[config.mk]
export PLATFORM = sky130hd
export DESIGN_NAME = dual_slope_pwm
export DESIGN_NICKNAME = d
export VERILOG_FILES = /design/src/rtl/pwm_pkg.sv /design/src/rtl/pwm_prescaler.sv /design/src/rtl/pwm_updown.sv /design/src/rtl/pwm_wave.sv /design/src/rtl/dual_slope_pwm.sv
export SDC_FILE = /design/constraint.sdc
export NUM_CORES = 1
export LEC_CHECK = 0
export BUFFER_PORTS_ARGS = -buffer_cell sky130_fd_sc_hd__buf_2
export CAP_MARGIN = 10
export CORE_MARGIN = 10
export CORE_UTILIZATION = 56
export DETAILED_ROUTE_END_ITERATION = 6
export PLACE_DENSITY_LB_ADDON = 0.2
export SLEW_MARGIN = 20
export SYNTH_ARGS = -nofsm -noshare
export SYNTH_HDL_FRONTEND = slang
export SYNTH_SLANG_ARGS = --single-unit
[constraint.sdc]
create_clock -name clk -period 7.7 [get_ports clk]
set_input_delay 2.31 -clock clk [delete_from_list [all_inputs] [get_ports clk]]
set_output_delay 2.31 -clock clk [all_outputs]
set_load 0.01 [all_outputs]
[src/rtl/pwm_pkg.sv]
package pwm_pkg;

   typedef enum logic [1:0] {
      CM_OFF    = 2'd0,
      CM_TOGGLE = 2'd1,
      CM_NONINV = 2'd2,
      CM_INV    = 2'd3
   } cmp_mode_e;

   typedef enum logic [1:0] {
      RA_CMP_A = 2'd0,
      RA_CMP_B = 2'd1,
      RA_TOP   = 2'd2
   } reg_addr_e;

   localparam int unsigned NUM_BUF      = 3;
   localparam int unsigned DIV_LOG2_MAX = 10;

   // log2 of the division ratio for each running prescaler code
   function automatic logic [3:0] presc_log2(input logic [2:0] sel);
      logic [3:0] r;
      unique case (sel)
         3'd2:    r = 4'd3;
         3'd3:    r = 4'd6;
         3'd4:    r = 4'd8;
         3'd5:    r = 4'd10;
         default: r = 4'd0;
      endcase
      return r;
   endfunction

   function automatic logic presc_runs(input logic [2:0] sel);
      return (sel != 3'd0) && (sel <= 3'd5);
   endfunction

endpackage

[src/rtl/pwm_prescaler.sv]
module pwm_prescaler
   import pwm_pkg::*;
#(
   parameter int unsigned DIV_W = 10
) (
   input  logic       clk,
   input  logic       rst,
   input  logic [2:0] sel,
   output logic       tick
);

   if (DIV_W < DIV_LOG2_MAX) begin : g_bad_div
      $error("pwm_prescaler: DIV_W must cover the largest division ratio");
   end

   logic [DIV_W-1:0] div_q;
   logic [DIV_W-1:0] mask;
   logic             run;

   assign run  = presc_runs(sel);
   assign mask = (DIV_W'(1) << presc_log2(sel)) - DIV_W'(1);
   assign tick = run && ((div_q & mask) == mask);

   always_ff @(posedge clk) begin
      if (rst || !run) begin
         div_q <= '0;
      end else begin
         div_q <= div_q + DIV_W'(1);
      end
   end

endmodule

[src/rtl/pwm_updown.sv]
module pwm_updown
   import pwm_pkg::*;
#(
   parameter int unsigned CNT_W = 16
) (
   input  logic             clk,
   input  logic             rst,
   input  logic             tick,
   input  logic             top_sel,
   input  logic             wr_en,
   input  logic [1:0]       wr_addr,
   input  logic [CNT_W-1:0] wr_data,
   output logic [CNT_W-1:0] cnt_q,
   output logic [CNT_W-1:0] cnt_n,
   output logic             up_n,
   output logic             peak,
   output logic [CNT_W-1:0] cmp_a_n,
   output logic [CNT_W-1:0] cmp_b_n,
   output logic [CNT_W-1:0] top_n,
   output logic [CNT_W-1:0] cmp_b_act
);

   if (CNT_W < 2) begin : g_bad_cnt
      $error("pwm_updown: CNT_W must be at least 2");
   end

   logic [CNT_W-1:0] buf_q [NUM_BUF];
   logic [CNT_W-1:0] act_q [NUM_BUF];
   logic [CNT_W-1:0] act_n [NUM_BUF];
   logic             up_q;
   logic             at_bottom;
   logic             load;
   logic [CNT_W-1:0] top_q;

   assign at_bottom = (cnt_q == '0);
   assign load      = tick && at_bottom;

   for (genvar g = 0; g < NUM_BUF; g++) begin : g_buf
      always_ff @(posedge clk) begin
         if (rst) begin
            buf_q[g] <= '0;
         end else if (wr_en && (wr_addr == 2'(g))) begin
            buf_q[g] <= wr_data;
         end
      end

      always_ff @(posedge clk) begin
         if (rst) begin
            act_q[g] <= '0;
         end else if (load) begin
            act_q[g] <= buf_q[g];
         end
      end

      assign act_n[g] = load ? buf_q[g] : act_q[g];
   end

   assign top_q     = top_sel ? act_q[RA_CMP_A] : act_q[RA_TOP];
   assign top_n     = top_sel ? act_n[RA_CMP_A] : act_n[RA_TOP];
   assign cmp_a_n   = act_n[RA_CMP_A];
   assign cmp_b_n   = act_n[RA_CMP_B];
   assign cmp_b_act = act_q[RA_CMP_B];

   always_comb begin
      cnt_n = cnt_q;
      up_n  = up_q;
      peak  = 1'b0;
      if (tick) begin
         if (at_bottom) begin
            up_n  = 1'b1;
            cnt_n = (top_n != '0) ? CNT_W'(1) : '0;
         end else if (up_q) begin
            if (cnt_q >= top_q) begin
               cnt_n = cnt_q - CNT_W'(1);
               up_n  = 1'b0;
               peak  = 1'b1;
            end else begin
               cnt_n = cnt_q + CNT_W'(1);
            end
         end else begin
            cnt_n = cnt_q - CNT_W'(1);
         end
      end
   end

   always_ff @(posedge clk) begin
      if (rst) begin
         cnt_q <= '0;
         up_q  <= 1'b1;
      end else begin
         cnt_q <= cnt_n;
         up_q  <= up_n;
      end
   end

endmodule

[src/rtl/pwm_wave.sv]
module pwm_wave
   import pwm_pkg::*;
#(
   parameter int unsigned CNT_W      = 16,
   parameter bit          HAS_TOGGLE = 1'b0
) (
   input  logic             clk,
   input  logic             rst,
   input  logic [CNT_W-1:0] cnt_n,
   input  logic             up_n,
   input  logic [CNT_W-1:0] cmp_n,
   input  logic [CNT_W-1:0] top_n,
   input  logic [1:0]       mode,
   input  logic             oe,
   input  logic             tog_en,
   input  logic             peak,
   output logic             pin_q
);

   logic lvl;
   logic val;
   logic tog_val;
   logic is_top;

   always_comb begin
      if (cmp_n == '0) begin
         lvl = 1'b0;
      end else if (cmp_n >= top_n) begin
         lvl = 1'b1;
      end else begin
         lvl = (cnt_n < cmp_n) || ((cnt_n == cmp_n) && !up_n);
      end
   end

   if (HAS_TOGGLE) begin : g_tog
      logic tog_q;
      logic tog_n;
      assign tog_n   = tog_q ^ (peak && tog_en && (mode == CM_TOGGLE));
      assign tog_val = tog_en ? tog_n : 1'b0;
      assign is_top  = tog_en;
      always_ff @(posedge clk) begin
         if (rst) begin
            tog_q <= 1'b0;
         end else begin
            tog_q <= tog_n;
         end
      end
   end else begin : g_plain
      logic unused_tog;
      assign unused_tog = ^{tog_en, peak};
      assign tog_val    = 1'b0;
      assign is_top     = 1'b0;
   end

   always_comb begin
      unique case (cmp_mode_e'(mode))
         CM_NONINV: val = !is_top && lvl;
         CM_INV:    val = !is_top && !lvl;
         CM_TOGGLE: val = tog_val;
         default:   val = 1'b0;
      endcase
   end

   always_ff @(posedge clk) begin
      if (rst) begin
         pin_q <= 1'b0;
      end else begin
         pin_q <= oe && val;
      end
   end

endmodule

[src/rtl/dual_slope_pwm.sv]
module dual_slope_pwm
   import pwm_pkg::*;
#(
   parameter int unsigned CNT_W = 16,
   parameter int unsigned DIV_W = 10
) (
   input  logic             clk,
   input  logic             rst,
   input  logic [2:0]       presc_sel,
   input  logic             top_sel,
   input  logic [1:0]       mode_a,
   input  logic [1:0]       mode_b,
   input  logic             oe_a,
   input  logic             oe_b,
   input  logic             wr_en,
   input  logic [1:0]       wr_addr,
   input  logic [CNT_W-1:0] wr_data,
   output logic [CNT_W-1:0] cnt_o,
   output logic             pin_a,
   output logic             pin_b
);

   localparam int unsigned NUM_CH = 2;

   logic             tick;
   logic [CNT_W-1:0] cnt_n;
   logic             up_n;
   logic             peak;
   logic [CNT_W-1:0] cmp_a_n;
   logic [CNT_W-1:0] cmp_b_n;
   logic [CNT_W-1:0] top_n;
   logic [CNT_W-1:0] cmp_b_act;

   logic [1:0]       mode_v [NUM_CH];
   logic             oe_v   [NUM_CH];
   logic [CNT_W-1:0] cmp_v  [NUM_CH];
   logic             pin_v  [NUM_CH];

   assign mode_v[0] = mode_a;
   assign mode_v[1] = mode_b;
   assign oe_v[0]   = oe_a;
   assign oe_v[1]   = oe_b;
   assign cmp_v[0]  = cmp_a_n;
   assign cmp_v[1]  = cmp_b_n;

   pwm_prescaler #(.DIV_W(DIV_W)) u_presc (
      .clk  (clk),
      .rst  (rst),
      .sel  (presc_sel),
      .tick (tick)
   );

   pwm_updown #(.CNT_W(CNT_W)) u_cnt (
      .clk       (clk),
      .rst       (rst),
      .tick      (tick),
      .top_sel   (top_sel),
      .wr_en     (wr_en),
      .wr_addr   (wr_addr),
      .wr_data   (wr_data),
      .cnt_q     (cnt_o),
      .cnt_n     (cnt_n),
      .up_n      (up_n),
      .peak      (peak),
      .cmp_a_n   (cmp_a_n),
      .cmp_b_n   (cmp_b_n),
      .top_n     (top_n),
      .cmp_b_act (cmp_b_act)
   );

   for (genvar c = 0; c < NUM_CH; c++) begin : g_ch
      pwm_wave #(.CNT_W(CNT_W), .HAS_TOGGLE(c == 0)) u_wave (
         .clk    (clk),
         .rst    (rst),
         .cnt_n  (cnt_n),
         .up_n   (up_n),
         .cmp_n  (cmp_v[c]),
         .top_n  (top_n),
         .mode   (mode_v[c]),
         .oe     (oe_v[c]),
         .tog_en (top_sel),
         .peak   (peak),
         .pin_q  (pin_v[c])
      );
   end

   assign pin_a = pin_v[0];
   assign pin_b = pin_v[1];

endmodule

**Word-level counts from Yosys, hierarchy flattened**

Memories as Yosys holds them, arrays and structs flattened.
Index checks and enable logic that the tools add are counted.

- Flip-flop bits (word level): 30
- Memory bits (writable): 96
- Input bits: 31
- Output and inout port bits: 18
- Logic and storage cells: 115
- Memories: 2

Memories:

| memory | words | bits a word | rd ports | clocked after Yosys merged registers in | write ports | line | text |
|---|---|---|---|---|---|---|---|
| u_cnt.act_q | 3 | 16 | 3 | 0 | 3 | pwm_updown.sv:28 | `logic [CNT_W-1:0] act_q [NUM_BUF];` |
| u_cnt.buf_q | 3 | 16 | 3 | 0 | 3 | pwm_updown.sv:27 | `logic [CNT_W-1:0] buf_q [NUM_BUF];` |

- $add $sub $neg: 4
- Order comparisons: 6
- Equality and inequality tests: 14
- Shift-type cells: 1
- Mux-type cells: 46
- Bitwise logic cells: 8
- Reduce and logical (&&, ||, !) cells: 28

Operator list:

| kind | count |
|---|---|
| $mux 16 | 15 |
| $ge 16x16->1 | 3 |
| $logic_not 16->1 | 3 |
| $eq 16x16->1 | 2 |
| $lt 16x16->1 | 2 |
| $mux 1 | 28 |
| $add 16x1->16 const B | 1 |
| $pmux 4 s4 | 1 |
| $reduce_bool 16->1 | 1 |
| $sub 16x1->16 const B | 1 |
| $logic_and 1x1->1 | 14 |
| $add 10x1->10 const B | 1 |
| $and 10x10->10 | 1 |
| $eq 10x10->1 | 1 |
| $eq 2x2->1 const B | 5 |
| $shl 1x4->10 const A | 1 |
| $sub 10x2->10 const B | 1 |
| $eq 3x2->1 const B | 2 |
| $eq 3x3->1 const B | 2 |
| $or 1x1->1 | 6 |
| $logic_not 1->1 | 5 |
| $eq 2x1->1 const B | 2 |
| $le 3x3->1 const B | 1 |
| $logic_or 1x1->1 | 3 |
| 5 further kinds | 5 |

**Longest topological paths before layout**

- Word-level depth: 23
- Mapped depth: 25

**Cells and area by module**

From an unflattened synthesis, not the netlist that was laid out.

- Cell total of the unflattened synthesis: 867
- Area total of the unflattened synthesis: 8807.2 µm²

By module, submodules not included:

| module | times used | cells each | area an instance (µm²) | sequential area each (µm²) |
|---|---|---|---|---|
| pwm_updown | 1 | 555 | 6362.4 | 3223.1 |
| pwm_wave at g_ch[0].u_wave | 1 | 129 | 977.2 | 40.0 |
| pwm_wave at g_ch[1].u_wave | 1 | 118 | 888.4 | 20.0 |
| pwm_prescaler | 1 | 65 | 579.3 | 200.2 |

**Worst setup path before layout**

OpenSTA, ideal clock, no wires.

- Kind: input-to-reg
- From: input top_sel
- To: register g_ch[0].u_wave.pin_q
- Arrival: 7.364 ns
- Data required time: 7.577 ns
- Setup slack: 0.212 ns
- Stages: 24
- Cell sequence: clkbuf_1 -> clkbuf_1 -> buf_1 -> buf_1 -> mux2i_1 -> ha_1 -> a21oi_1 -> o21ai_0 -> a2111oi_0 -> o311a_1 -> o21ai_1 -> clkbuf_1 -> a21oi_1 -> o21ai_0 -> xor2_1 -> nor2_1 -> ha_1 -> a21o_1 -> a21o_1 -> a221oi_1 -> a221oi_1 -> a32oi_1 -> xnor2_1 -> o22ai_1

- Cells in the longest elaborated chain, start to end: 15

Ends and longest elaborated chain:

| element | line | text |
|---|---|---|
| from (decl) | dual_slope_pwm.sv:10 | `input logic top_sel,` |
| $mux 16 * | pwm_updown.sv:58 | `assign top_q = top_sel ? act_q[RA_CMP_A] : act_q[RA_TOP];` |
| $ge 16x16->1 * | pwm_updown.sv:73 | `if (cnt_q >= top_q) begin` |
| $mux 16 * | pwm_updown.sv:73 |  |
| $mux 16 * | pwm_updown.sv:72 | `end else if (up_q) begin` |
| $mux 16 * | pwm_updown.sv:69 | `if (at_bottom) begin` |
| $mux 16 * | pwm_updown.sv:68 | `if (tick) begin` |
| named net cnt_n[13] | dual_slope_pwm.sv:26 | `logic [CNT_W-1:0] cnt_n;` |
| branches (longest 2 deep; another with $lt 16x16->1) | n/a |  |
| $logic_or 1x1->1 * | pwm_wave.sv:31 | `lvl = (cnt_n < cmp_n) \|\| ((cnt_n == cmp_n) && !up_n);` |
| $mux 1 * | pwm_wave.sv:28 | `end else if (cmp_n >= top_n) begin` |
| $mux 1 * | pwm_wave.sv:26 | `if (cmp_n == '0) begin` |
| $logic_not 1->1 | pwm_wave.sv:58 | `CM_INV: val = !is_top && !lvl;` |
| $logic_and 1x1->1 | pwm_wave.sv:58 |  |
| $pmux 1 s3 * | pwm_wave.sv:56 | `unique case (cmp_mode_e'(mode))` |
| $logic_and 1x1->1 * | pwm_wave.sv:68 | `pin_q <= oe && val;` |
| to (signal assigned) | pwm_wave.sv:68 |  |
| to (decl) | pwm_wave.sv:17 | `output logic pin_q` |

Mark *: on every way through the listed nets, which the timed path passes.
A chain may end at the register's enable or synchronous reset.

**Worst setup path in the final report**

- From: input top_sel
- To: register g_ch[1].u_wave.pin_q

- Cells in the longest elaborated chain, start to end: 14

Ends and longest elaborated chain:

| element | line |
|---|---|
| $mux 16 * | pwm_updown.sv:58 |
| $ge 16x16->1 * | pwm_updown.sv:73 |
| $mux 16 * | pwm_updown.sv:73 |
| $mux 16 * | pwm_updown.sv:72 |
| $mux 16 * | pwm_updown.sv:69 |
| $mux 16 * | pwm_updown.sv:68 |
| named net cnt_n[5] | dual_slope_pwm.sv:26 |
| branches (longest 2 deep; another with $lt 16x16->1) | n/a |
| $logic_or 1x1->1 * | pwm_wave.sv:31 |
| $mux 1 * | pwm_wave.sv:28 |
| $mux 1 * | pwm_wave.sv:26 |
| $logic_not 1->1 | pwm_wave.sv:58 |
| $pmux 1 s2 * | pwm_wave.sv:56 |
| $logic_and 1x1->1 * | pwm_wave.sv:68 |
| to (signal assigned) | pwm_wave.sv:68 |
| to (decl) | pwm_wave.sv:17 |

Marks and branches as above.

==> results.py <==
metrics = {
    "cells_and_area": {
        "drive_gt1_share_pct": 13.7,
        "final_common_cell": "and2_1",
        "syn_to_final_growth_pct": 12.9,
        "most-common-layout-cells": "99 x and2_1, 96 x edfxtp_1, 84 x ha_1",
        "multi_input_area_um2": 4600,
        "fillers": 1195,
        "seq_area_um2": 3480,
        "fin_cells": 1087,
        "final_nets": 1004,
    },
    "clocking": {
        "cts.sinks": 126,
        "cts_buffer_depth": 2,
        "cts_tree": "built",
        "cts.hold.buffers_added": 0,
        "htree_num_levels": 4,
        "clkLatencyLatePin_ns": 0.43,
        "path_clk_slew_ns": 0.06,
        "postCtsSetupBuffers": 0,
        "cts_resized": 0,
        "cts_made_buffers": 17,
        "clk_root_buffer_cell": "clkbuf_16",
    },
    "timing": {
        "hold_viol_final": 0,
        "slew_viol_final": 0,
        "period_share_pct": 90.9,
        "setup_violations": 0,
        "max_freq_mhz": 143,
        "tightest_slew_ns": 0.997,
        "fin_setup_tns_ns": 0,
        "relSlewSlack_pct": 33.5,
        "rsz0062_at_grt": "false",
        "skew_ns": 0.00977,
        "fin_crit_ns": 7.00,
    },
    "grt": {
        "grt_max_degree": 42,
        "globalRouteOverflowTotal": 0,
        "grt_antenna_before_repair": 0,
        "grt_pass1_vias": 6737,
        "grt_pass1_wl_um": 37300,
        "grt.total_usage_pct": 23.7,
    },
    "pwr": {
        "peakVddDrop_mv": 0.212,
        "pwr_density_cell_nw_per_um2": 203,
        "power_frac_comb_pct": 14.6,
        "pwr-share-clk_pct": 43.6,
        "sw_frac_of_total_pct": 28.6,
        "p_int_mw": 1.38,
        "power_frac_seq_pct": 41.7,
        "switching_power_uw": 553,
        "power.leakage_nw": 4.27,
    },
    "floorplan": {
        "die_width_um": 143,
        "core.rowCount": 44,
        "core_area_um2": 14600,
        "die_area_um2": 20300,
        "initial_core_util_pct": 57.4,
        "io_pins": 49,
        "die_h_um": 143,
    },
    "logic_synthesis": {
        "ys_top_cells_by_area": "edfxtp_1 34%, ha_1 13%, and2_1 7.4%",
        "synth_area_um2": 8400,
        "ys.flop_type": "edfxtp_1",
        "synth_async_sr_flop_share_pct": 0,
        "yosysTopAreaCell": "edfxtp_1",
        "avgSynthCellArea_um2": 10.0,
        "synth_seq_cells": 126,
        "yosysWarnings": 0,
        "syn_nets": 952,
        "synth_top_area_share_pct": 34.3,
        "syn-instance-count": 837,
        "synth_edf_count": 96,
        "ys_seq_area_share_pct": 41.4,
        "yosys.cell_types.count": 61,
    },
    "run_status": {
        "status": "finished, final reports clean",
    },
    "critical_path": {
        "crit_chain": "buf_2 > mux2i_1 > ha_1 > a21oi_1 > o21ai_0 > a2111oi_0 > buf_4 > o311a_1 > o21ai_1 > buf_4 > and3_1 > o21ai_1 > mux2_2 > ha_1 > o21ai_0 > nand2b_1 > a21oi_1 > nor3_1 > a21oi_1 > o21ai_0 > a32oi_1 > xnor2_1 > nor3_1",
        "max_stage_delay_ns": 0.43,
        "r2r_start": "u_cnt.cnt_q[0]",
        "cp-end-kind": "register",
        "critPathLaunch": "top_sel",
        "worst-path-max-fanout": 23,
        "crit_buf_inv": 3,
        "worstSetupStartpointType": "input port",
        "critPathKind": "input port to register",
        "arrival_ns": 7.27,
        "cp_slowest_cell": "a32oi_1",
        "critical_path_depth": 23,
        "r2r_cells": 21,
        "required_ns": 7.98,
        "critPathTopFamily": "compound AO/OA/AOI/OAI gates",
    },
    "hold_path": {
        "holdPathStages": 1,
        "hp-class": "register to register",
        "hp-start": "u_presc.div_q[0]",
    },
    "placed_design": {
        "placed_cells": 1054,
        "post-dp-hpwl_um": 18200,
        "port_buffers": 48,
        "gp_congestion": 0.955,
    },
    "detailed_routing": {
        "routed_via_density": 6.10,
        "vias": 6630,
        "first_pass_iters": 5,
        "wl_per_cell_um": 21.6,
        "drtIter0Drc": 525,
        "drtAntennaViolNets": 0,
        "drc": 0,
        "wl_um": 23500,
    },
    "run": {
        "max-cap-violations": 0,
    },
}
-- through the flow --
step | cell area [um^2] | util (%) | hold slack [ns] | total power [mW] | setup slack (ns)
after floorplan | 8400 | - | 0.446 | 0.992 | 0.212
after global placement | 8870 | 60.6 | 0.474 | 1.09 | 0.296
after detailed placement | 8870 | 60.6 | 0.473 | 1.10 | 0.267
after CTS | 9480 | 64.8 | 0.488 | 1.93 | 0.689
after global routing | 9490 | 64.8 | 0.521 | 2.01 | 0.341
final | 9490 | 64.8 | 0.497 | 1.93 | 0.704
-- cells by family after synthesis --
| logic type | synth area share [%] |
|---|---|
| AO/OA/AOI/OAI | 9.83 |
| XOR/XNOR | 1.67 |
| adder cells (fa/ha/maj) | 12.5 |
| buffers and inverters | 3.93 |
| flip-flops | 41.4 |
| multiplexers | 8.01 |
| other | 0.0446 |
| AND/OR/NAND/NOR | 22.6 |
-- final timing paths --
kind                                              to  slack (ns)
worst max-delay path            g_ch[1].u_wave.pin_q        0.70
worst min-delay path                u_presc.div_q[0]        0.50
worst min register to register      u_presc.div_q[0]        0.50
worst max register to register  g_ch[1].u_wave.pin_q        2.02
-- Yosys cell counts, types with 4 or more instances --
cell type and instances:
nand3_1 18, mux2_2 11, xnor2_1 6, nor2b_1 15, mux2i_1 38, o21a_1 7
clkbuf_1 22, edfxtp_1 96, o21ai_0 18, o211ai_1 4, a21o_1 15, dfxtp_1 30
nand2b_1 8, o21bai_1 4, and3_1 9, o21ai_1 6, a221oi_1 4, o22ai_1 4
nor2_1 52, mux4_2 4, ha_1 84, nor3_1 18, xor2_1 10, nand2_1 65
inv_1 47, a21oi_1 36, nor4_1 19, and4_1 6, and2_1 99, buf_1 6
nand4_1 24
-- layer usage --
metal	up-vias	part of all wire [%]	track usage [%]
li1	3165	-	-
met1	3183	45	31.0
met2	237	46	37.7
met3	45	6.4	5.47
met4	0	2.8	8.36
met5	-	0	0
-- cell type report --
cell class,instances,area share (%)
antenna,1,0.0264
clock buffer,17,4.48
clock inverter,15,2.00
inverter,47,1.86
multi-input combinational,630,48.5
sequential,126,36.7
tap,184,2.43
timing repair buffer,67,4.03
-- power groups by stage --
stage / registers [mW] / clock network (mW) / logic [mW]
detailed placement: 0.819 / 0 / 0.278
finish: 0.806 / 0.843 / 0.283
global route: 0.809 / 0.884 / 0.313
floorplan: 0.803 / 0 / 0.189
global placement: 0.818 / 0 / 0.271
CTS: 0.805 / 0.850 / 0.280
-- registers in the layout, summed over array words and instances, names as in the netlist --
name / count
u_cnt.buf_q: 48
g_ch.u_wave.g_tog.tog_q: 1
u_presc.div_q: 10
u_cnt.cnt_q: 16
g_ch.u_wave.pin_q: 2
u_cnt.up_q: 1
u_cnt.act_q: 48
(Power assumes the default switching activity.)
